--- config.mk ---
export PLATFORM = sky130hd
export DESIGN_NAME = pwrdn_ctrl
export DESIGN_NICKNAME = d
export VERILOG_FILES = /design/src/rtl/pwrdn_pkg.sv /design/src/rtl/pwrdn_seq.sv /design/src/rtl/pwrdn_regs.sv /design/src/rtl/pwrdn_wake.sv /design/src/rtl/pwrdn_ctrl.sv
export SDC_FILE = /design/constraint.sdc
export NUM_CORES = 1
export LEC_CHECK = 0
export ABC_CLOCK_PERIOD_IN_PS = 1500
export BUFFER_PORTS_ARGS = -buffer_cell sky130_fd_sc_hd__buf_2
export CAP_MARGIN = 20
export CORE_UTILIZATION = 40
export CTS_CLUSTER_DIAMETER = 40
export DETAILED_ROUTE_END_ITERATION = 10
export GPL_ROUTABILITY_DRIVEN = 0
export GPL_TIMING_DRIVEN = 0
export PLACE_DENSITY = 0.76
export RECOVER_POWER = 25
export REMOVE_ABC_BUFFERS = 1
export SLEW_MARGIN = 40
export SYNTH_ARGS = -nofsm -noshare
export SYNTH_HDL_FRONTEND = slang
export SYNTH_SLANG_ARGS = --single-unit
--- constraint.sdc ---
create_clock -name clk -period 1.5 [get_ports clk]
set_input_delay 0.15 -clock clk [delete_from_list [all_inputs] [get_ports clk]]
set_output_delay 0.15 -clock clk [all_outputs]
set_load 0.02 [all_outputs]
--- src/rtl/pwrdn_pkg.sv ---
package pwrdn_pkg;
  localparam int unsigned BYTE_W = 8;
  typedef logic [BYTE_W-1:0] byte_t;

  // true when bit 'on_b' is set and bit 'off_b' is clear
  function automatic logic only_bit(input byte_t d, input int unsigned on_b,
                                    input int unsigned off_b);
    return d[on_b] & ~d[off_b];
  endfunction

  // mask that removes the two self-clearing bits
  function automatic byte_t clear_mask(input int unsigned a, input int unsigned b);
    byte_t m;
    m = '1;
    m[a] = 1'b0;
    m[b] = 1'b0;
    return m;
  endfunction

  // pin wake: enabled, pin source, effective pin level low
  function automatic logic pin_wake_req(input logic en, input logic src_bus,
                                        input logic pin_lvl, input logic latch);
    return en & ~src_bus & ~(pin_lvl & latch);
  endfunction

  function automatic logic bus_wake_req(input logic en, input logic src_bus,
                                        input logic act);
    return en & src_bus & act;
  endfunction
endpackage

--- src/rtl/pwrdn_seq.sv ---
module pwrdn_seq
  import pwrdn_pkg::*;
#(
  parameter int unsigned ARM_BIT   = 1,
  parameter int unsigned START_BIT = 6
) (
  input  logic  clk,
  input  logic  rst_n,
  input  logic  insn_done,
  input  logic  wr_any,
  input  logic  wr_pwr,
  input  byte_t wdata,
  input  logic  wake_hit,
  output logic  arm_q,
  output logic  pd_q,
  output logic  start_hit
);
  logic arm_write;

  assign arm_write = wr_pwr & insn_done & only_bit(wdata, ARM_BIT, START_BIT);
  assign start_hit = wr_pwr & insn_done & arm_q & only_bit(wdata, START_BIT, ARM_BIT);

  always_ff @(posedge clk or negedge rst_n) begin
    if (!rst_n) begin
      arm_q <= 1'b0;
    end else if (arm_write) begin
      arm_q <= 1'b1;
    end else if (insn_done || wr_any) begin
      arm_q <= 1'b0;
    end
  end

  always_ff @(posedge clk or negedge rst_n) begin
    if (!rst_n) begin
      pd_q <= 1'b0;
    end else if (pd_q && wake_hit) begin
      pd_q <= 1'b0;
    end else if (start_hit) begin
      pd_q <= 1'b1;
    end
  end
endmodule

--- src/rtl/pwrdn_regs.sv ---
module pwrdn_regs
  import pwrdn_pkg::*;
#(
  parameter int unsigned AW        = 8,
  parameter logic [AW-1:0] ADDR_PWR  = 8'h87,
  parameter logic [AW-1:0] ADDR_MAP  = 8'hB1,
  parameter logic [AW-1:0] ADDR_WAKE = 8'hDD,
  parameter int unsigned ARM_BIT   = 1,
  parameter int unsigned START_BIT = 6,
  parameter int unsigned MAP_BIT   = 4
) (
  input  logic          clk,
  input  logic          rst_n,
  input  logic          wr_en,
  input  logic [AW-1:0] addr,
  input  byte_t         wdata,
  input  logic [AW-1:0] rd_addr,
  output byte_t         rd_data,
  output byte_t         wake_q,
  output logic          map_sel
);
  localparam byte_t KEEP = clear_mask(ARM_BIT, START_BIT);

  byte_t pwr_q, map_q;

  assign map_sel = map_q[MAP_BIT];

  always_ff @(posedge clk or negedge rst_n) begin
    if (!rst_n) begin
      pwr_q  <= '0;
      map_q  <= '0;
      wake_q <= '0;
    end else if (wr_en) begin
      if (addr == ADDR_PWR)  pwr_q <= wdata & KEEP;
      if (addr == ADDR_MAP)  map_q <= wdata;
      if (addr == ADDR_WAKE && map_sel) wake_q <= wdata;
    end
  end

  always_comb begin
    rd_data = '0;
    if (rd_addr == ADDR_PWR)                   rd_data = pwr_q & KEEP;
    else if (rd_addr == ADDR_MAP)              rd_data = map_q;
    else if (rd_addr == ADDR_WAKE && map_sel)  rd_data = wake_q;
  end
endmodule

--- src/rtl/pwrdn_wake.sv ---
module pwrdn_wake
  import pwrdn_pkg::*;
#(
  parameter int unsigned SYNC_STAGES = 2
) (
  input  logic clk,
  input  logic rst_n,
  input  logic pin_async,
  input  logic port_latch,
  input  logic bus_active,
  input  logic wake_en,
  input  logic src_bus,
  input  logic pd_q,
  output logic wake_hit
);
  localparam int unsigned LAST = SYNC_STAGES - 1;

  logic [LAST:0] sync_q;

  generate
    for (genvar i = 0; i < SYNC_STAGES; i++) begin : g_sync
      always_ff @(posedge clk or negedge rst_n) begin
        if (!rst_n) sync_q[i] <= 1'b1;
        else if (i == 0) sync_q[i] <= pin_async;
        else sync_q[i] <= sync_q[(i == 0) ? 0 : i - 1];
      end
    end
  endgenerate

  assign wake_hit = pd_q & (pin_wake_req(wake_en, src_bus, sync_q[LAST], port_latch)
                          | bus_wake_req(wake_en, src_bus, bus_active));
endmodule

--- src/rtl/pwrdn_ctrl.sv ---
module pwrdn_ctrl
  import pwrdn_pkg::*;
#(
  parameter int unsigned AW          = 8,
  parameter logic [AW-1:0] ADDR_PWR  = 8'h87,
  parameter logic [AW-1:0] ADDR_MAP  = 8'hB1,
  parameter logic [AW-1:0] ADDR_WAKE = 8'hDD,
  parameter int unsigned ARM_BIT     = 1,
  parameter int unsigned START_BIT   = 6,
  parameter int unsigned MAP_BIT     = 4,
  parameter int unsigned WEN_BIT     = 7,
  parameter int unsigned WSRC_BIT    = 4,
  parameter int unsigned SYNC_STAGES = 2
) (
  input  logic          clk,
  input  logic          rst_n,
  input  logic          insn_done,
  input  logic          sfr_wr,
  input  logic [AW-1:0] sfr_addr,
  input  logic [7:0]    sfr_wdata,
  input  logic [AW-1:0] rd_addr,
  output logic [7:0]    rd_data,
  input  logic          wake_pin,
  input  logic          port_latch,
  input  logic          bus_active,
  output logic          clk_stop
);
  logic  wr_live, wr_pwr, arm_q, pd_q, start_hit, wake_hit, map_sel;
  logic  wake_en, src_bus;
  byte_t wake_q;

  assign wr_live  = sfr_wr & ~pd_q;
  assign wr_pwr   = wr_live & (sfr_addr == ADDR_PWR);
  assign wake_en  = wake_q[WEN_BIT];
  assign src_bus  = wake_q[WSRC_BIT];
  assign clk_stop = pd_q;

  pwrdn_seq #(.ARM_BIT(ARM_BIT), .START_BIT(START_BIT)) u_seq (
    .clk(clk), .rst_n(rst_n), .insn_done(insn_done), .wr_any(wr_live),
    .wr_pwr(wr_pwr), .wdata(sfr_wdata), .wake_hit(wake_hit),
    .arm_q(arm_q), .pd_q(pd_q), .start_hit(start_hit)
  );

  pwrdn_regs #(.AW(AW), .ADDR_PWR(ADDR_PWR), .ADDR_MAP(ADDR_MAP),
               .ADDR_WAKE(ADDR_WAKE), .ARM_BIT(ARM_BIT),
               .START_BIT(START_BIT), .MAP_BIT(MAP_BIT)) u_regs (
    .clk(clk), .rst_n(rst_n), .wr_en(wr_live), .addr(sfr_addr),
    .wdata(sfr_wdata), .rd_addr(rd_addr), .rd_data(rd_data),
    .wake_q(wake_q), .map_sel(map_sel)
  );

  pwrdn_wake #(.SYNC_STAGES(SYNC_STAGES)) u_wake (
    .clk(clk), .rst_n(rst_n), .pin_async(wake_pin), .port_latch(port_latch),
    .bus_active(bus_active), .wake_en(wake_en), .src_bus(src_bus),
    .pd_q(pd_q), .wake_hit(wake_hit)
  );
endmodule

Word level (Yosys, flattened, before mapping)

Index checks and enable logic that the tools add are counted.

Word-level logic and storage cells: 49
Output and inout bits: 9
Bits of input ports: 31
Flip-flop bits (word level): 26

Bitwise gates (word level): 20
Mux-type cells: 7
Reductions and logical operators: 9
Equal/unequal tests: 6

Operators with widths:

| cell                                        | number |
|---|---|
| equality test 8 bit (second input constant) | 6 |
| two-way mux 8 bit                           | 3 |
| AND 1 bit                                   | 14 |
| AND reduction 2 bit                         | 3 |
| NOT 1 bit                                   | 5 |
| two-way mux 1 bit                           | 4 |
| nonzero test 2 bit                          | 2 |
| logical AND 1 bit                           | 3 |
| logical OR 1 bit                            | 1 |
| bitwise OR 1 bit                            | 1 |

Logic depth before layout (Yosys ltp)

Gate-level depths: netlist (run 1).

Depth in word-level cells: 8
Mapped depth: 5

By module

Synthesis (run 1) repeated with hierarchy kept, for this count alone.

Cell total of the unflattened synthesis: 103
Area, all modules: 1288.7 um^2

By module, submodules not included:

| module     | area each (um^2) | instances | cells each |
|---|---|---|---|
| pwrdn_regs | 1071.0           | 1         | 84 |
| pwrdn_seq  | 106.4            | 1         | 10 |
| pwrdn_wake | 73.8             | 1         | 5 |
| pwrdn_ctrl | 37.5             | 1         | 4 |

Least setup slack after synthesis (run 1)

No wires, ideal clock.

Path kind: input to output
Start point: input port rd_addr[6]
End point: output port rd_data[5]
Data required time: 1350 ps
Stages: 5
Data arrival time: 1564 ps
Path buffers: 2
Slack: -214 ps
Cell sequence: or4b_1 -> buf_2 -> or2_0 -> buf_2 -> a31oi_1

Longest elaborated chain between the ends: 5

RTL lines:

| what                  | line             | source |
|---|---|---|
| from (decl)           | pwrdn_ctrl.sv:21 | `input logic [AW-1:0] rd_addr,` |
| equality test 8 bit   | pwrdn_regs.sv:44 | `else if (rd_addr == ADDR_WAKE && map_sel) rd_data = wake_q;` |
| logical AND 1 bit     | pwrdn_regs.sv:44 |  |
| two-way mux 8 bit     | pwrdn_regs.sv:44 |  |
| two-way mux 8 bit     | pwrdn_regs.sv:43 | `else if (rd_addr == ADDR_MAP) rd_data = map_q;` |
| two-way mux 8 bit (*) | pwrdn_regs.sv:42 | `if (rd_addr == ADDR_PWR) rd_data = pwr_q & KEEP;` |
| to (decl)             | pwrdn_ctrl.sv:22 | `output logic [7:0] rd_data,` |

Every way passes the cells marked *; elsewhere a longest branch is shown, timed or not.

Worst setup path after layout (run 1)

Start point: input port rd_addr[4]
End point: output port rd_data[4]

Same word-level chain as after synthesis.

==> results of run 1 <==
## cells in the final DEF, fill, tap and decap left out
master	Yosys	layout
a21oi_1	2	2
nand2b_1	1	1
clkbuf_4	0	3
nor2b_1	2	2
clkbuf_2	0	1
mux2_2	22	22
and2_1	1	1
buf_2	2	30
a31oi_2	0	5
and3_1	2	1
nand4_1	6	6
a32o_1	2	2
dlygate4sd3_1	0	2
inv_1	1	1
nand3_4	0	2
nor4b_1	2	2
nor3_2	0	5
dfrtp_1	24	23
o31ai_1	1	1
buf_4	0	9
o21ai_0	1	1
buf_6	0	3
o22ai_2	0	1
clkbuf_8	0	1
nor4b_4	0	1
nand2_1	2	2
nand3b_1	1	1
o2bb2ai_1	1	1
dfstp_2	2	2
nand4b_1	2	2
or4b_4	0	1
or2_4	0	1
and4b_2	1	3
dfrtp_2	0	1
and3_4	0	1
buf_12	0	1
nand3_1	7	5
## area by class of cell
cell class / instances / share of cell area
inverter: 1 / 0.00216
sequential: 26 / 0.376
timing repair buffer: 46 / 0.170
multi-input combinational: 72 / 0.399
clock buffer: 4 / 0.0208
tap: 44 / 0.0316
## worst max path at each step
stage | to | cells past startpoint | slack, ns
CTS | rd_data[3] | 5 | -0.07
floorplan | rd_data[5] | 3 | -0.17
global route | rd_data[4] | 5 | -0.09
detailed placement | rd_data[5] | 5 | -0.39
global placement | rd_data[5] | 5 | -0.37
finish | rd_data[4] | 5 | -0.07
## where the power goes
part | leakage (nW) | switching (W) | internal [W]
Clock | 0.0210 | 0.000206 | 0.000148
Combinational | 0.426 | 0.0000654 | 0.0000686
Sequential | 0.352 | 0.0000144 | 0.000724
Total | 0.799 | 0.000285 | 0.000941
## what timing repair did
| item | CTS | global route |
|---|---|---|
| hold buffers | 2 | 0 |
| hold endpoints to repair | 25 | 0 |
| buffers inserted | 2 | 3 |
| gates resized for setup | 13 | 20 |
| pin swaps | 4 | 0 |
| endpoints found under the setup margin | 31 | 26 |
## stage by stage
| stage | util | area [sq um] | std cells |
|---|---|---|---|
| floorplan | - | 1240 | 99 |
| global placement | 0.493 | 1490 | 182 |
| detailed placement | 0.493 | 1490 | 182 |
| CTS | 0.533 | 1610 | 190 |
| global route | 0.575 | 1740 | 193 |
| finish | 0.575 | 1740 | 193 |
## routing by layer
layer / wire [um] / part of all wire
met5: 0 / 0
met4: 27 / 0.0091
met1: 1310 / 0.45
met2: 1530 / 0.52
met3: 80 / 0.027
## registers in the layout, indices dropped and copies added (netlist names)
name,flops
u_regs.map_q,8
u_regs.pwr_q,6
u_regs.wake_q,8
u_seq.arm_q,1
u_seq.pd_q,1
u_wake.sync_q,2
## cells by family after synthesis
group / after synthesis / share of synthesized area
AND/OR/NAND/NOR: 37 / 0.196
AO/OA/AOI/OAI: 13 / 0.0704
flip-flops: 26 / 0.517
multiplexers: 22 / 0.196
buffers and inverters: 6 / 0.0198
==> run_results.csv, run 1 <==
group,metric,value,unit
worst_setup_path,worst_path_max_delay_cell,"or4b_4",
clock_tree,root_buffer,"clkbuf_4",
worst_setup_path,max_stage_delay,0.53,ns
floorplanning,core,3030,sq um
grt,busiest_layer,"met2",
sta,slew_viol_final,0,
floorplanning,rows,20,
grt,antenna_found_initial,0,
logic_synthesis,synth_top_area_share,0.476,
worst_setup_path,crit_start,"rd_addr[4]",
floorplanning,dieArea,3380,sq um
sta,setup_slack,-0.0660,ns
routing,via_count,1058,
floorplanning,start_util,0.417,
placed_design,placement.io_buffers,39,
clock_tree,h-tree-depth,1,
worst_setup_path,r2r-end,"u_regs.map_q[1]",
sta,tightest_slew,0.612,ns
worst_setup_path,cp_data_arrival_time,1.42,ns
clock_tree,clkSinkCount,26,
logic_synthesis,ys_async_sr_fraction,1.00,
worst_setup_path,path_class,"input port to primary output",
outcome,status,"complete, but fails checks",
grt,met2_usage,0.332,
worst_setup_path,cp.buffers_inverters,2,
sta,worst_clock_skew,0.00204,ns
routing,drt-initial-drc-count,30,
worst_setup_path,end_kind,"primary output",
routing,antenna_left,0,
logic_synthesis,synth_edf_count,0,
floorplanning,ios,40,
min_path,min_to,"u_seq.arm_q",
logic_synthesis,synth_ff_type,"dfrtp_1",
worst_setup_path,critical-path-top-delay-family,"simple AND/OR/NAND/NOR gates",
logic_synthesis,synth_warnings,0,
floorplanning,die_w,58.2,um
min_path,hold_path.class,"input port to register",
power,p_per_area,705,nW/um^2
routing,drt_pass1_iterations,4,
routing,drc_errors,0,
routing,routed_wl,2.95,mm
worst_setup_path,path_cells,"buf_6 -> or4b_4 -> or2_4 -> o22ai_2 -> buf_6",
logic_synthesis,netlist_instances,104,
power,ir_worst_vdd,369,uV
grt,grt_util_met3,0.0179,
worst_setup_path,cp-start-kind,"input port",
logic_synthesis,synth_area,1260,sq um
worst_setup_path,cp.required,1.35,ns
sta,fin_setup_tns,-0.307,ns
grt,use_met1,0.227,
worst_setup_path,reg2reg_from,"u_seq.pd_q",
sta,rsz0062_at_grt,"true",
outcome,violations,"setup timing",
clock_tree,worstSkewPairLatency,0.31,ns
logic_synthesis,netlist_top_cells_count,"dfrtp_1 (24), mux2_2 (22), nand3_1 (7)",
sta,slew_headroom,0.586,
logic_synthesis,yosys.area.top_type,"dfrtp_1",
logic_synthesis,synth-seq-area-share,0.517,
sta,finalCriticalPeriod,1.57,ns
logic_synthesis,synth_area_leaders,"dfrtp_1 (48%), mux2_2 (20%), dfstp_2 (4.2%), nand4_1 (3.0%), nand3_1 (2.8%)",
logic_synthesis,ys_types,29,
min_path,hold_depth,2,
routing,routedWlPerCell,15.3,um
sta,finalSetupViolations,6,
clock_tree,clk_transition_reported_paths,0.14,ns
logic_synthesis,synth-seq-cells,26,
clock_tree,cts_tree,"yes",
routing,viasPerCell,5.48,
power,p_leak,0.799,nW
layout,fillerInstances,248,
worst_setup_path,worst_path_most_repeated_cell,"buf_6",
clock_tree,cts_buffer_depth,2,
layout,area_growth,37.9,%
worst_setup_path,reg2reg_slack,0.06,ns
layout,diodes,0,
logic_synthesis,synth.avg_cell_area,12.1,sq um
sta,fin_crit_sh,1.04,
layout,finalNetCount,181,
floorplanning,die_y,58.2,um
layout,seqCellArea,654,sq um
logic_synthesis,synth_most_common_cell,"dfrtp_1",
placed_design,post-place-ws,-0.391,ns
grt,grt_first_pass_wirelength,4.80,mm
layout,multi_input_area,694,sq um
sta,hold_viol,0,
job,drv_cap,0,
min_path,min_from,"sfr_wdata[6]",
grt,track_usage,0.187,
grt,grt-ovfl-total,0,
worst_setup_path,reg2reg_depth,4,
grt,grt_pass1_vias,1099,
placed_design,place.detailed.hpwl,2.03,mm
clock_tree,cts_inserted_buffers,3,
sta,timing.hold.ws,0.0634,ns
grt,grt_max_degree,27,
worst_setup_path,critPathMaxFanout,6,
sta,fmax,639,MHz
power,power,0.00123,W
layout,drive_above_1_share,0.624,
Power figures use the tool's default switching activity.
==> run 2, diff against run 1 <==
SETUP_SLACK_MARGIN = 0.15   (was not set)
==> run 2 against run 1 <==
Effect of this change: the run still ends with setup timing left; largest power group unchanged; non-clock buffer count up 3; die area unchanged; critical endpoint is now rd_data[5]; worst setup slack worse by 0.024 ns; clock power about the same.
==> run_results.csv, run 2 (synthesized netlist as in run 1, its figures left out) <==
group,metric,value,unit
outcome,status,"complete, but fails checks",
outcome,violations,"setup timing",
placed_design,placement.io_buffers,39,
clock_tree,cts_inserted_buffers,3,
sta,tightest_slew,0.646,ns
layout,finalNetCount,184,
worst_setup_path,critical-path-top-delay-family,"simple AND/OR/NAND/NOR gates",
layout,diodes,0,
routing,routedWlPerCell,17.1,um
layout,fillerInstances,225,
layout,layout_commonest_cell,"buf_2",
worst_setup_path,cp.required,1.35,ns
sta,setup_slack,-0.0895,ns
worst_setup_path,reg2reg_from,"u_seq.pd_q",
sta,finalSetupViolations,6,
routing,viasPerCell,5.60,
job,drv_cap,0,
grt,track_usage,0.210,
power,power,0.00124,W
clock_tree,cts_tree,"yes",
grt,grt-ovfl-total,0,
floorplanning,start_util,0.417,
worst_setup_path,cp.buffers_inverters,2,
clock_tree,root_buffer,"clkbuf_4",
clock_tree,worstSkewPairLatency,0.32,ns
layout,final_cell_mix,"buf_2 (28), dfrtp_1 (23), mux2_4 (14), buf_4 (9)",
floorplanning,core,3030,sq um
power,ir_worst_vdd,366,uV
worst_setup_path,reg2reg_depth,4,
sta,rsz0062_at_grt,"true",
worst_setup_path,cp_data_arrival_time,1.44,ns
layout,layoutNonFillerInstCount,196,
clock_tree,cts_buffer_depth,2,
worst_setup_path,crit_start,"rd_addr[4]",
layout,finish.utilization,0.620,
floorplanning,rows,20,
placed_design,placed_cells_incl_taps,182,
routing,drc_errors,0,
sta,fin_crit_sh,1.06,
power,p_per_area,663,nW/um^2
worst_setup_path,cp-start-kind,"input port",
worst_setup_path,path_cells,"buf_6 -> or4b_4 -> or2_4 -> a31oi_2 -> buf_4",
grt,grt_first_pass_wirelength,5.38,mm
layout,drive_above_1_share,0.632,
routing,routed_wl,3.35,mm
sta,slew_viol_final,0,
routing,drt-initial-drc-count,31,
clock_tree,clk_transition_reported_paths,0.14,ns
grt,grt_max_degree,27,
floorplanning,die_y,58.2,um
floorplanning,ios,40,
placed_design,place.detailed.hpwl,2.03,mm
routing,drt_pass1_iterations,6,
layout,reg.largest.list,"u_regs.map_q (8), u_regs.wake_q (8), u_regs.pwr_q (6)",
sta,slew_headroom,0.569,
worst_setup_path,reg2reg_slack,0.03,ns
worst_setup_path,path_class,"input port to primary output",
grt,grt_pass1_vias,1175,
grt,antenna_found_initial,0,
clock_tree,clkSinkCount,26,
routing,antenna_left,0,
min_path,hold_path.class,"input port to register",
worst_setup_path,end_kind,"primary output",
floorplanning,dieArea,3380,sq um
sta,worst_clock_skew,0.00292,ns
sta,hold_viol,0,
clock_tree,h-tree-depth,1,
layout,area_growth,48.8,%
power,p_leak,0.876,nW
worst_setup_path,r2r-end,"u_regs.map_q[3]",
worst_setup_path,cp.depth,5,
layout,multi_input_area,786,sq um
worst_setup_path,crit_end,"rd_data[5]",
worst_setup_path,worst_path_max_delay_cell,"or4b_4",
worst_setup_path,critPathMaxFanout,6,
layout,fin_area,1880,sq um
worst_setup_path,max_stage_delay,0.54,ns
routing,via_count,1097,
floorplanning,die_w,58.2,um
layout,seqCellArea,654,sq um
sta,fmax,629,MHz
placed_design,dpl_cell_area,1490,sq um
sta,finalCriticalPeriod,1.59,ns
sta,fin_setup_tns,-0.464,ns
## run 2: cell count changes in the layout (fill, tap and decap cells not counted), moves of 2 or more
cell / before / now
a31oi_2: 5 / 3
nor3_4: 0 / 2
buf_6: 3 / 8
buf_2: 30 / 28
a31oi_4: 0 / 2
mux2_2: 22 / 8
mux2_4: 0 / 14
nor3_2: 5 / 2
## run 2: cell type report
class / instances / share of cell area
well taps: 44 / 0.0293
inverters: 1 / 0.00200
clock buffers: 4 / 0.0193
multi-input cells: 72 / 0.418
flip-flops and latches: 26 / 0.348
repair buffers: 49 / 0.183
## run 2: power by group
group	switching (W)	total, W	internal (W)
Clock	0.000206	0.000354	0.000148
Sequential	0.0000152	0.000740	0.000724
Combinational	0.0000740	0.000151	0.0000765
Total	0.000295	0.00124	0.000949
## run 2: timing repair
| item | 4_1_cts | 5_1_grt |
|---|---|---|
| resized for setup | 37 | 20 |
| setup endpoints to repair | 32 | 31 |
| buffers inserted | 6 | 2 |
| endpoints found under the hold margin | 25 | 0 |
| hold buffers | 2 | 0 |
| cloned | 0 | 0 |
| pin swaps | 6 | 4 |
## run 2: worst min-delay path by stage
stage,from,endpoint,slack (ns),cells after the start
floorplan,rst_n,u_regs.map_q[0],-0.15,0
global placement,rst_n,u_seq.arm_q,0.17,1
detailed placement,rst_n,u_seq.arm_q,0.18,1
CTS,sfr_wdata[6],u_seq.arm_q,0.06,2
global route,sfr_wdata[6],u_seq.arm_q,0.07,2
finish,sfr_wdata[0],u_regs.pwr_q[0],0.08,2
## run 2: routing by layer
metal / wire [um] / vias to the layer above / part of all wire / GRT usage
met4: 97 / 0 / 0.029 / 0.102
met2: 1720 / 43 / 0.51 / 0.369
met1: 1400 / 544 / 0.42 / 0.256
li1: - / 500 / - / -
met3: 135 / 10 / 0.040 / 0.0223
met5: 0 / - / 0 / 0
## run 2: worst reg2reg max path, stage by stage (launching register included)
cell	delay, ns
dfrtp_1	0.41
and4b_2	0.34
buf_12	0.12
nand3_4	0.15
mux2_4	0.36
## run 2: metrics by stage
stage,hold slack [ns],setup WS (ns)
final,0.0845,-0.0895
after global routing,0.0707,-0.112
after CTS,0.0645,-0.0813
after detailed placement,0.178,-0.391
after global placement,0.167,-0.373
after floorplan,-0.146,-0.174
